==> config.mk <==
export PLATFORM = sky130hd
export DESIGN_NAME = dma2ch
export DESIGN_NICKNAME = d
export VERILOG_FILES = /design/src/rtl/dma2ch_pkg.sv /design/src/rtl/dma2ch_chan.sv /design/src/rtl/dma2ch_arb.sv /design/src/rtl/dma2ch_engine.sv /design/src/rtl/dma2ch.sv
export SDC_FILE = /design/constraint.sdc
export NUM_CORES = 1
export LEC_CHECK = 0
export ABC_AREA = 1
export BUFFER_PORTS_ARGS = -buffer_cell sky130_fd_sc_hd__buf_2
export CORE_ASPECT_RATIO = 2
export CORE_UTILIZATION = 50
export CTS_CLUSTER_DIAMETER = 120
export CTS_CLUSTER_SIZE = 25
export DETAILED_ROUTE_END_ITERATION = 16
export PLACE_DENSITY = 0.79
export SLEW_MARGIN = 30
export SYNTH_ARGS = -nofsm -noshare
export SYNTH_HDL_FRONTEND = slang
export SYNTH_SLANG_ARGS = --single-unit
==> constraint.sdc <==
create_clock -name clk -period 2.3 [get_ports clk]
set_clock_uncertainty 0.05 [all_clocks]
set_input_delay 0.115 -clock clk [delete_from_list [all_inputs] [get_ports clk]]
set_output_delay 0.115 -clock clk [all_outputs]
set_load 0.02 [all_outputs]
==> src/rtl/dma2ch_pkg.sv <==
package dma2ch_pkg;
    localparam int NCH   = 2;
    localparam int DW    = 32;
    localparam int CNT_W = 16;
    localparam int SEL_W = 3;

    // control word bit positions
    localparam int B_EN    = 0;
    localparam int B_GO    = 1;
    localparam int B_HW    = 2;
    localparam int B_BURST = 3;
    localparam int B_SZ    = 4;
    localparam int B_SINC  = 6;
    localparam int B_DINC  = 7;
    localparam int B_IE    = 8;
    localparam int B_SEL   = 9;
    localparam int B_DONE  = 16;

    typedef enum logic [1:0] {
        ST_IDLE,
        ST_READ,
        ST_WRITE,
        ST_RELEASE
    } eng_state_t;

    function automatic logic [DW-1:0] lane_mask(input logic [1:0] sz);
        unique case (sz)
            2'd0:    lane_mask = 32'h0000_00FF;
            2'd1:    lane_mask = 32'h0000_FFFF;
            default: lane_mask = 32'hFFFF_FFFF;
        endcase
    endfunction

    function automatic logic [2:0] unit_bytes(input logic [1:0] sz);
        unique case (sz)
            2'd0:    unit_bytes = 3'd1;
            2'd1:    unit_bytes = 3'd2;
            default: unit_bytes = 3'd4;
        endcase
    endfunction

    function automatic logic [1:0] bus_code(input logic [1:0] sz);
        bus_code = (sz == 2'd3) ? 2'd2 : sz;
    endfunction
endpackage

==> src/rtl/dma2ch_chan.sv <==
module dma2ch_chan
    import dma2ch_pkg::*;
#(
    parameter int AW  = 32,
    parameter int NHW = 8
) (
    input  logic             clk,
    input  logic             rst_n,
    input  logic             wr_en,
    input  logic [1:0]       wr_idx,
    input  logic [DW-1:0]    wr_data,
    input  logic [1:0]       rd_idx,
    input  logic             adv,
    input  logic [NHW-1:0]   hw_req,
    output logic [AW-1:0]    src_o,
    output logic [AW-1:0]    dst_o,
    output logic [1:0]       size_o,
    output logic             burst_o,
    output logic             hwtrig_o,
    output logic [SEL_W-1:0] sel_o,
    output logic             req_o,
    output logic             last_o,
    output logic             irq_o,
    output logic [DW-1:0]    rd_data
);
    localparam int HSW = (NHW > 1) ? $clog2(NHW) : 1;
    localparam logic [CNT_W-1:0] CNT_ONE = {{(CNT_W-1){1'b0}}, 1'b1};

    logic [AW-1:0]    src, dst;
    logic [CNT_W-1:0] cnt;
    logic             en, go, hwtrig, burst, sinc, dinc, ie, done;
    logic [1:0]       size;
    logic [SEL_W-1:0] sel;
    logic [AW-1:0]    step;

    assign step = {{(AW-3){1'b0}}, unit_bytes(size)};

    always_ff @(posedge clk or negedge rst_n) begin
        if (!rst_n) begin
            src <= '0; dst <= '0; cnt <= '0;
            en <= 1'b0; go <= 1'b0; hwtrig <= 1'b0; burst <= 1'b0;
            sinc <= 1'b0; dinc <= 1'b0; ie <= 1'b0; size <= '0; sel <= '0;
            done <= 1'b0;
        end else begin
            if (wr_en) begin
                unique case (wr_idx)
                    2'd0: src <= wr_data[AW-1:0];
                    2'd1: dst <= wr_data[AW-1:0];
                    2'd2: cnt <= wr_data[CNT_W-1:0];
                    2'd3: begin
                        en     <= wr_data[B_EN];
                        go     <= wr_data[B_EN] & (wr_data[B_GO] | go);
                        hwtrig <= wr_data[B_HW];
                        burst  <= wr_data[B_BURST];
                        size   <= wr_data[B_SZ +: 2];
                        sinc   <= wr_data[B_SINC];
                        dinc   <= wr_data[B_DINC];
                        ie     <= wr_data[B_IE];
                        sel    <= wr_data[B_SEL +: SEL_W];
                        if (wr_data[B_DONE]) done <= 1'b0;
                    end
                endcase
            end
            // engine advance wins over a same-cycle register write
            if (adv) begin
                if (sinc) src <= src + step;
                if (dinc) dst <= dst + step;
                cnt <= cnt - CNT_ONE;
                if (cnt == CNT_ONE) begin
                    en   <= 1'b0;
                    go   <= 1'b0;
                    done <= 1'b1;
                end
            end
        end
    end

    assign src_o    = src;
    assign dst_o    = dst;
    assign size_o   = size;
    assign burst_o  = burst;
    assign hwtrig_o = hwtrig;
    assign sel_o    = sel;
    assign last_o   = (cnt == CNT_ONE);
    assign irq_o    = done & ie;
    assign req_o    = en & (hwtrig ? hw_req[sel[HSW-1:0]] : go);

    always_comb begin
        rd_data = '0;
        unique case (rd_idx)
            2'd0: rd_data[AW-1:0]    = src;
            2'd1: rd_data[AW-1:0]    = dst;
            2'd2: rd_data[CNT_W-1:0] = cnt;
            2'd3: begin
                rd_data[B_EN]           = en;
                rd_data[B_GO]           = go;
                rd_data[B_HW]           = hwtrig;
                rd_data[B_BURST]        = burst;
                rd_data[B_SZ +: 2]      = size;
                rd_data[B_SINC]         = sinc;
                rd_data[B_DINC]         = dinc;
                rd_data[B_IE]           = ie;
                rd_data[B_SEL +: SEL_W] = sel;
                rd_data[B_DONE]         = done;
            end
        endcase
    end
endmodule

==> src/rtl/dma2ch_arb.sv <==
module dma2ch_arb
    import dma2ch_pkg::*;
(
    input  logic           clk,
    input  logic           rst_n,
    input  logic           rr_mode,
    input  logic [NCH-1:0] req,
    input  logic           take,
    output logic [NCH-1:0] gnt
);
    logic last_ch;  // channel granted most recently

    always_comb begin
        if (req == 2'b11) begin
            if (rr_mode && !last_ch) gnt = 2'b10;
            else                     gnt = 2'b01;
        end else begin
            gnt = req;
        end
    end

    always_ff @(posedge clk or negedge rst_n) begin
        if (!rst_n)    last_ch <= 1'b1;
        else if (take) last_ch <= gnt[1];
    end
endmodule

==> src/rtl/dma2ch_engine.sv <==
module dma2ch_engine
    import dma2ch_pkg::*;
#(
    parameter int AW  = 32,
    parameter int NHW = 8
) (
    input  logic                          clk,
    input  logic                          rst_n,
    input  logic [NCH-1:0]                gnt,
    input  logic [NCH-1:0][AW-1:0]        src,
    input  logic [NCH-1:0][AW-1:0]        dst,
    input  logic [NCH-1:0][1:0]           size,
    input  logic [NCH-1:0]                burst,
    input  logic [NCH-1:0]                hwtrig,
    input  logic [NCH-1:0][SEL_W-1:0]     sel,
    input  logic [NCH-1:0]                last,
    output logic                          take,
    output logic [NCH-1:0]                adv,
    output logic                          bus_cyc,
    output logic                          bus_we,
    output logic [AW-1:0]                 bus_addr,
    output logic [1:0]                    bus_size,
    output logic [DW-1:0]                 bus_wdata,
    input  logic [DW-1:0]                 bus_rdata,
    input  logic                          bus_ready,
    output logic [NHW-1:0]                hw_ack
);
    localparam int HSW = (NHW > 1) ? $clog2(NHW) : 1;

    eng_state_t    st, st_nx;
    logic          own;
    logic [DW-1:0] data;

    // state register, owner and data holding
    always_ff @(posedge clk or negedge rst_n) begin
        if (!rst_n) begin
            st   <= ST_IDLE;
            own  <= 1'b0;
            data <= '0;
        end else begin
            st <= st_nx;
            if (st == ST_IDLE && |gnt)
                own <= gnt[1];
            if (st == ST_READ && bus_ready)
                data <= bus_rdata & lane_mask(size[own]);
        end
    end

    always_comb begin
        st_nx = st;
        unique case (st)
            ST_IDLE:    if (|gnt) st_nx = ST_READ;
            ST_READ:    if (bus_ready) st_nx = ST_WRITE;
            ST_WRITE:   if (bus_ready)
                            st_nx = (burst[own] && !last[own]) ? ST_READ : ST_RELEASE;
            ST_RELEASE: st_nx = ST_IDLE;
        endcase
    end

    // outputs
    always_comb begin
        take      = 1'b0;
        adv       = '0;
        bus_cyc   = 1'b0;
        bus_we    = 1'b0;
        bus_addr  = '0;
        bus_size  = bus_code(size[own]);
        bus_wdata = data;
        hw_ack    = '0;
        unique case (st)
            ST_IDLE:  take = |gnt;
            ST_READ: begin
                bus_cyc  = 1'b1;
                bus_addr = src[own];
            end
            ST_WRITE: begin
                bus_cyc  = 1'b1;
                bus_we   = 1'b1;
                bus_addr = dst[own];
                adv[own] = bus_ready;
            end
            ST_RELEASE:
                if (hwtrig[own]) hw_ack[sel[own][HSW-1:0]] = 1'b1;
        endcase
    end
endmodule

==> src/rtl/dma2ch.sv <==
module dma2ch
    import dma2ch_pkg::*;
#(
    parameter int AW  = 32,
    parameter int NHW = 8
) (
    input  logic           clk,
    input  logic           rst_n,
    input  logic           reg_wr,
    input  logic [3:0]     reg_addr,
    input  logic [31:0]    reg_wdata,
    output logic [31:0]    reg_rdata,
    output logic           bus_cyc,
    output logic           bus_we,
    output logic [AW-1:0]  bus_addr,
    output logic [1:0]     bus_size,
    output logic [31:0]    bus_wdata,
    input  logic [31:0]    bus_rdata,
    input  logic           bus_ready,
    input  logic [NHW-1:0] hw_req,
    output logic [NHW-1:0] hw_ack,
    output logic [1:0]     irq
);
    logic                      rr_mode;
    logic [NCH-1:0]            req_v, gnt_v, adv_v, last_v, burst_v, hw_v;
    logic [NCH-1:0][AW-1:0]    src_v, dst_v;
    logic [NCH-1:0][1:0]       size_v;
    logic [NCH-1:0][SEL_W-1:0] sel_v;
    logic [NCH-1:0][DW-1:0]    rd_v;
    logic                      take;

    always_ff @(posedge clk or negedge rst_n) begin
        if (!rst_n)                     rr_mode <= 1'b0;
        else if (reg_wr && reg_addr[3]) rr_mode <= reg_wdata[0];
    end

    for (genvar c = 0; c < NCH; c++) begin : g_ch
        dma2ch_chan #(.AW(AW), .NHW(NHW)) u_ch (
            .clk      (clk),
            .rst_n    (rst_n),
            .wr_en    (reg_wr && !reg_addr[3] && (reg_addr[2] == 1'(c))),
            .wr_idx   (reg_addr[1:0]),
            .wr_data  (reg_wdata),
            .rd_idx   (reg_addr[1:0]),
            .adv      (adv_v[c]),
            .hw_req   (hw_req),
            .src_o    (src_v[c]),
            .dst_o    (dst_v[c]),
            .size_o   (size_v[c]),
            .burst_o  (burst_v[c]),
            .hwtrig_o (hw_v[c]),
            .sel_o    (sel_v[c]),
            .req_o    (req_v[c]),
            .last_o   (last_v[c]),
            .irq_o    (irq[c]),
            .rd_data  (rd_v[c])
        );
    end

    assign reg_rdata = reg_addr[3] ? {31'b0, rr_mode} : rd_v[reg_addr[2]];

    dma2ch_arb u_arb (
        .clk     (clk),
        .rst_n   (rst_n),
        .rr_mode (rr_mode),
        .req     (req_v),
        .take    (take),
        .gnt     (gnt_v)
    );

    dma2ch_engine #(.AW(AW), .NHW(NHW)) u_eng (
        .clk       (clk),
        .rst_n     (rst_n),
        .gnt       (gnt_v),
        .src       (src_v),
        .dst       (dst_v),
        .size      (size_v),
        .burst     (burst_v),
        .hwtrig    (hw_v),
        .sel       (sel_v),
        .last      (last_v),
        .take      (take),
        .adv       (adv_v),
        .bus_cyc   (bus_cyc),
        .bus_we    (bus_we),
        .bus_addr  (bus_addr),
        .bus_size  (bus_size),
        .bus_wdata (bus_wdata),
        .bus_rdata (bus_rdata),
        .bus_ready (bus_ready),
        .hw_ack    (hw_ack)
    );
endmodule

==> flow_summary.yaml, run 1 <==
place:
  postPlaceCellArea_um2: 19300
  portBuffers: 189
  dp_hpwl_mm: 69.5
  gp_congestion: 1.12
  post-place-ws_ps: -107
floorplanning:
  io_pins: 190
  die_w_um: 134
  fp-row-count: 96
  start_util_pct: 50.8
  die_h_um: 266
clocking:
  root_buffer: "clkbuf_16"
  cts_max_level: 1
  clockBufferDepth: 3
  cts_made_buffers: 12
  clock_sinks: 223
synthesis:
  ys.flop_type: "dfrtp_1"
  avgSynthCellArea_um2: 6.46
  syn-num-nets: 2790
  synthSimpleGateAreaFrac_pct: 30.4
  async_flop_share_pct: 100
  yosys_warnings: 0
  synthMuxAreaShare_pct: 0
  synth_top_cell_area_share_pct: 32.0
  synth_compound_area_share_pct: 24.8
  synth_common_cells: "nand2_1 (641), inv_1 (307), o21ai_0 (254)"
  synth_enable_flop_cells: 0
  synth_fa_ha_area_share_pct: 1.51
  synth_cell_types: 51
  yosys-top-cells-area: "dfrtp_1 (32%), nand2_1 (14%), o21ai_0 (7.3%)"
  synth-xor-area-share_pct: 0.655
  synth.most_common_cell: "nand2_1"
  ys_seq_area_share_pct: 32.1
  ys_ff_latch: 223
  syn-cell-area_um2: 17400
  yosys.area.top_type: "dfrtp_1"
  netlist_instances: 2689
  synth_top_family_by_area: "simple AND/OR/NAND/NOR gates"
run_status:
  lastStage: "global routing"
  status: "stopped before the end"
  error: "[ERROR GRT-0232] Routing congestion too high. Check the congestion heatmap in the GUI."
grt:
  overflow: 8
  track_usage_pct: 57.1
  grt_max_degree: 82
[through the flow]
step / instances / hold slack (ps)
after floorplan: 2689 / -231
after CTS: 3381 / 0.133
after detailed placement: 3299 / -69.4
after global placement: 3299 / -69.3
[repair_timing]
action / 4_1_cts
gates resized for setup: 56
pin swaps: 4
setup buffers: 6
endpoints found under the setup margin: 59
cloned: 3
hold buffers: 59
endpoints found under the hold margin: 291
[cells by family after synthesis]
kind of cell | after synthesis
AOI/OAI and AO/OA | 744
xor gates and xnor gates | 13
adders and majority gates | 21
buffers and inverters | 460
DFF | 223
and+or+nand+nor | 1228
[layer usage]
| layer | track usage [%] | GRT overflow |
|---|---|---|
| met5 | 1.28 | 0 |
| met4 | 58.1 | 3 |
| met3 | 25.7 | 0 |
| met2 | 84.2 | 5 |
| met1 | 58.1 | 0 |
==> run 2: changes to the inputs <==
--- a/config.mk
+++ b/config.mk
@@ -7,12 +7,9 @@
 export LEC_CHECK = 0
 export ABC_AREA = 1
 export BUFFER_PORTS_ARGS = -buffer_cell sky130_fd_sc_hd__buf_2
-export CORE_ASPECT_RATIO = 2
-export CORE_UTILIZATION = 50
-export CTS_CLUSTER_DIAMETER = 120
-export CTS_CLUSTER_SIZE = 25
+export CORE_UTILIZATION = 35
 export DETAILED_ROUTE_END_ITERATION = 16
-export PLACE_DENSITY = 0.79
+export PLACE_DENSITY_LB_ADDON = 0.15
 export SLEW_MARGIN = 30
 export SYNTH_ARGS = -nofsm -noshare
 export SYNTH_HDL_FRONTEND = slang
==> flow_summary.yaml, run 2 <==
synthesis:
  avgSynthCellArea_um2: 6.46
  ys.flop_type: "dfrtp_1"
  synth.most_common_cell: "nand2_1"
  synth_top_cell_area_share_pct: 32.0
  synth_cell_types: 51
  syn-num-nets: 2790
  yosys-top-cells-area: "dfrtp_1 (32%), nand2_1 (14%), o21ai_0 (7.3%)"
  yosys_warnings: 0
  syn-cell-area_um2: 17400
  yosys.area.top_type: "dfrtp_1"
  async_flop_share_pct: 100
  synth_common_cells: "nand2_1 (641), inv_1 (307), o21ai_0 (254)"
  synth_enable_flop_cells: 0
  netlist_instances: 2689
  ys_ff_latch: 223
  ys_seq_area_share_pct: 32.1
sta:
  period_minus_slack_ps: 2370
  fin_crit_sh_pct: 103
  rsz0062_at_grt: "yes"
  setup_viol: 10
  timing.fmax_ghz: 0.421
  worstMarginPinSlew_ps: 841
  maxSlewViolCount: 0
  max_slew_margin_pct: 43.8
  hold_ws_ps: 45.2
  layout_setup_ws_ps: -72.9
  hold_viol_final: 0
routing:
  detail-route-antenna-nets: 0
  routed_wirelength_mm: 93.1
  first_pass_iters: 7
  drtIter0Drc: 2937
  vias: 21900
  wl_per_cell_um: 25.2
  vias_per_cell: 5.93
  route.detailed.drc: 0
setup_path:
  reg2reg_depth: 10
  worstSetupPathType: "reg2out"
  crit_path_end_kind: "output port"
  cp-endpoint: "bus_addr[13]"
  r2r_end: "g_ch[1].u_ch.src_o[3]$_DFF_PN0_"
  reg2reg_slack_ps: 100
  cp_data_required_time_ps: 2130
  startpoint: "u_eng.own$_DFFE_PN0P_"
  worst_setup_path_start_kind: "flip-flop"
  worstPathArrival_ps: 2210
  critPathMaxFanout: 13
  r2r-start: "u_eng.st[1]$_DFFE_PN0P_"
cells_and_area:
  final_layout_size_suffix_gt1_share_pct: 19.9
  nNetsFinal: 3118
  layout_commonest_cell: "nand2_1"
  fill_cells: 5033
  syn_to_final_growth_pct: 32.8
  final_cells: 3701
  final_cell_mix: "nand2_1 (607), inv_1 (295), a21oi_1 (249), o21ai_0 (243), nor2_1 (236)"
place:
  post-place-ws_ps: -41.6
  placed_cells: 3548
  portBuffers: 189
  gp_congestion: 1.01
  dp_hpwl_mm: 67.4
clocking:
  clock_sinks: 223
  cts_made_buffers: 34
  clkTransAtPathRegs_ps: 60
  cts_tree: "yes"
  root_buffer: "clkbuf_16"
  cts_max_level: 2
  clockBufferDepth: 3
  clock_latency_ps: 560
floorplanning:
  die_h_um: 225
  die_w_um: 225
  core_um2: 49000
  dieArea_um2: 50600
  fp-row-count: 81
  start_util_pct: 35.5
  io_pins: 190
grt:
  grt_pass1_vias: 20700
  antenna_found_initial: 1
  track_usage_pct: 35.7
  grt_max_degree: 82
  overflow: 0
  grt_first_pass_wirelength_mm: 134
power_and_ir_drop:
  ir_drop_uv: 763
  finalPower_mw: 30.9
  p_per_area_nw_per_um2: 1340
  leakagePower_nw: 10.3
flow_run:
  drv_cap: 0
run_status:
  status: "finished with violations"
  violations: "negative setup slack"
worst_hold_path:
  hold_class: "in2reg"
-- run 2: cell counts after synthesis --
No cell type changed its count.
-- run 2: final cells by class --
class | count | area (um2) | share of cell area [%]
clock inverters | 3 | 43.8 | 0.190
well taps | 664 | 831 | 3.60
diodes | 2 | 5.00 | 0.0217
multi-input cells | 2007 | 10900 | 47.3
flip-flops and latches | 223 | 5600 | 24.3
inverters | 326 | 1250 | 5.42
repair buffers | 425 | 3480 | 15.1
clock buffers | 51 | 956 | 4.14
-- run 2: worst min path at each step --
| stage | end | depth (start not counted) | start | slack [ps] |
|---|---|---|---|---|
| 3_5_place_dp | u_eng.bus_wdata[4]$_DFFE_PN0P_ | 1 | rst_n | 100 |
| 4_1_cts | g_ch[1].u_ch.dst_o[20]$_DFF_PN0_ | 5 | reg_wdata[20] | 20 |
| 3_3_place_gp | u_eng.bus_wdata[0]$_DFFE_PN0P_ | 1 | rst_n | 100 |
| 5_1_grt | g_ch[1].u_ch.dst_o[20]$_DFF_PN0_ | 5 | reg_wdata[20] | 90 |
| 6_report | g_ch[0].u_ch.src_o[20]$_DFF_PN0_ | 5 | reg_wdata[20] | 50 |
| 2_1_floorplan | g_ch[0].u_ch.burst_o$_DFFE_PN0P_ | 0 | rst_n | -230 |
-- run 2: cells by family after synthesis --
| logic type | count (synthesis) | synth area share, % |
|---|---|---|
| AOI/OAI and AO/OA | 744 | 24.8 |
| xor gates and xnor gates | 13 | 0.655 |
| adders and majority gates | 21 | 1.51 |
| buffers and inverters | 460 | 10.5 |
| DFF | 223 | 32.1 |
| and+or+nand+nor | 1228 | 30.4 |
-- run 2: metal layers --
metal	up-vias	share of wire, %	GRT usage [%]
li1	9790	-	-
met5	-	0	0
met4	0	4.3	12.9
met3	252	12	9.13
met2	1401	44	55.1
met1	10500	40	47.8
-- run 2: per-stage QoR --
stage / area [um2] / setup TNS, ps / util (%)
finish: 23100 / -462 / 47.1
global route: 23100 / -1010 / 47.1
CTS: 22400 / -1320 / 45.7
detailed placement: 19800 / -59.7 / 40.4
global placement: 19800 / -21.5 / 40.4
floorplan: 17400 / 0 / -
-- run 2: power by group --
part	switching, mW	internal, mW	total (mW)
registers	3.02	5.69	8.71
logic	11.1	6.09	17.2
clock network	2.05	2.96	5.01
-- run 2: what timing repair did --
action	4_1_cts	5_1_grt
cloned	5	8
resized for setup	155	137
hold endpoints to repair	209	0
buffers inserted	13	12
pin swaps	26	41
endpoints found under the setup margin	50	115
hold buffers	63	0
-- run 2: worst max-delay path, cell delays in order, from the launching register on --
cell      delay [ps]
dfrtp_2          470
buf_12           180
o211ai_1         590
a31oi_4          220
buf_6            190
No activity file was read; power rests on OpenSTA's default activity.
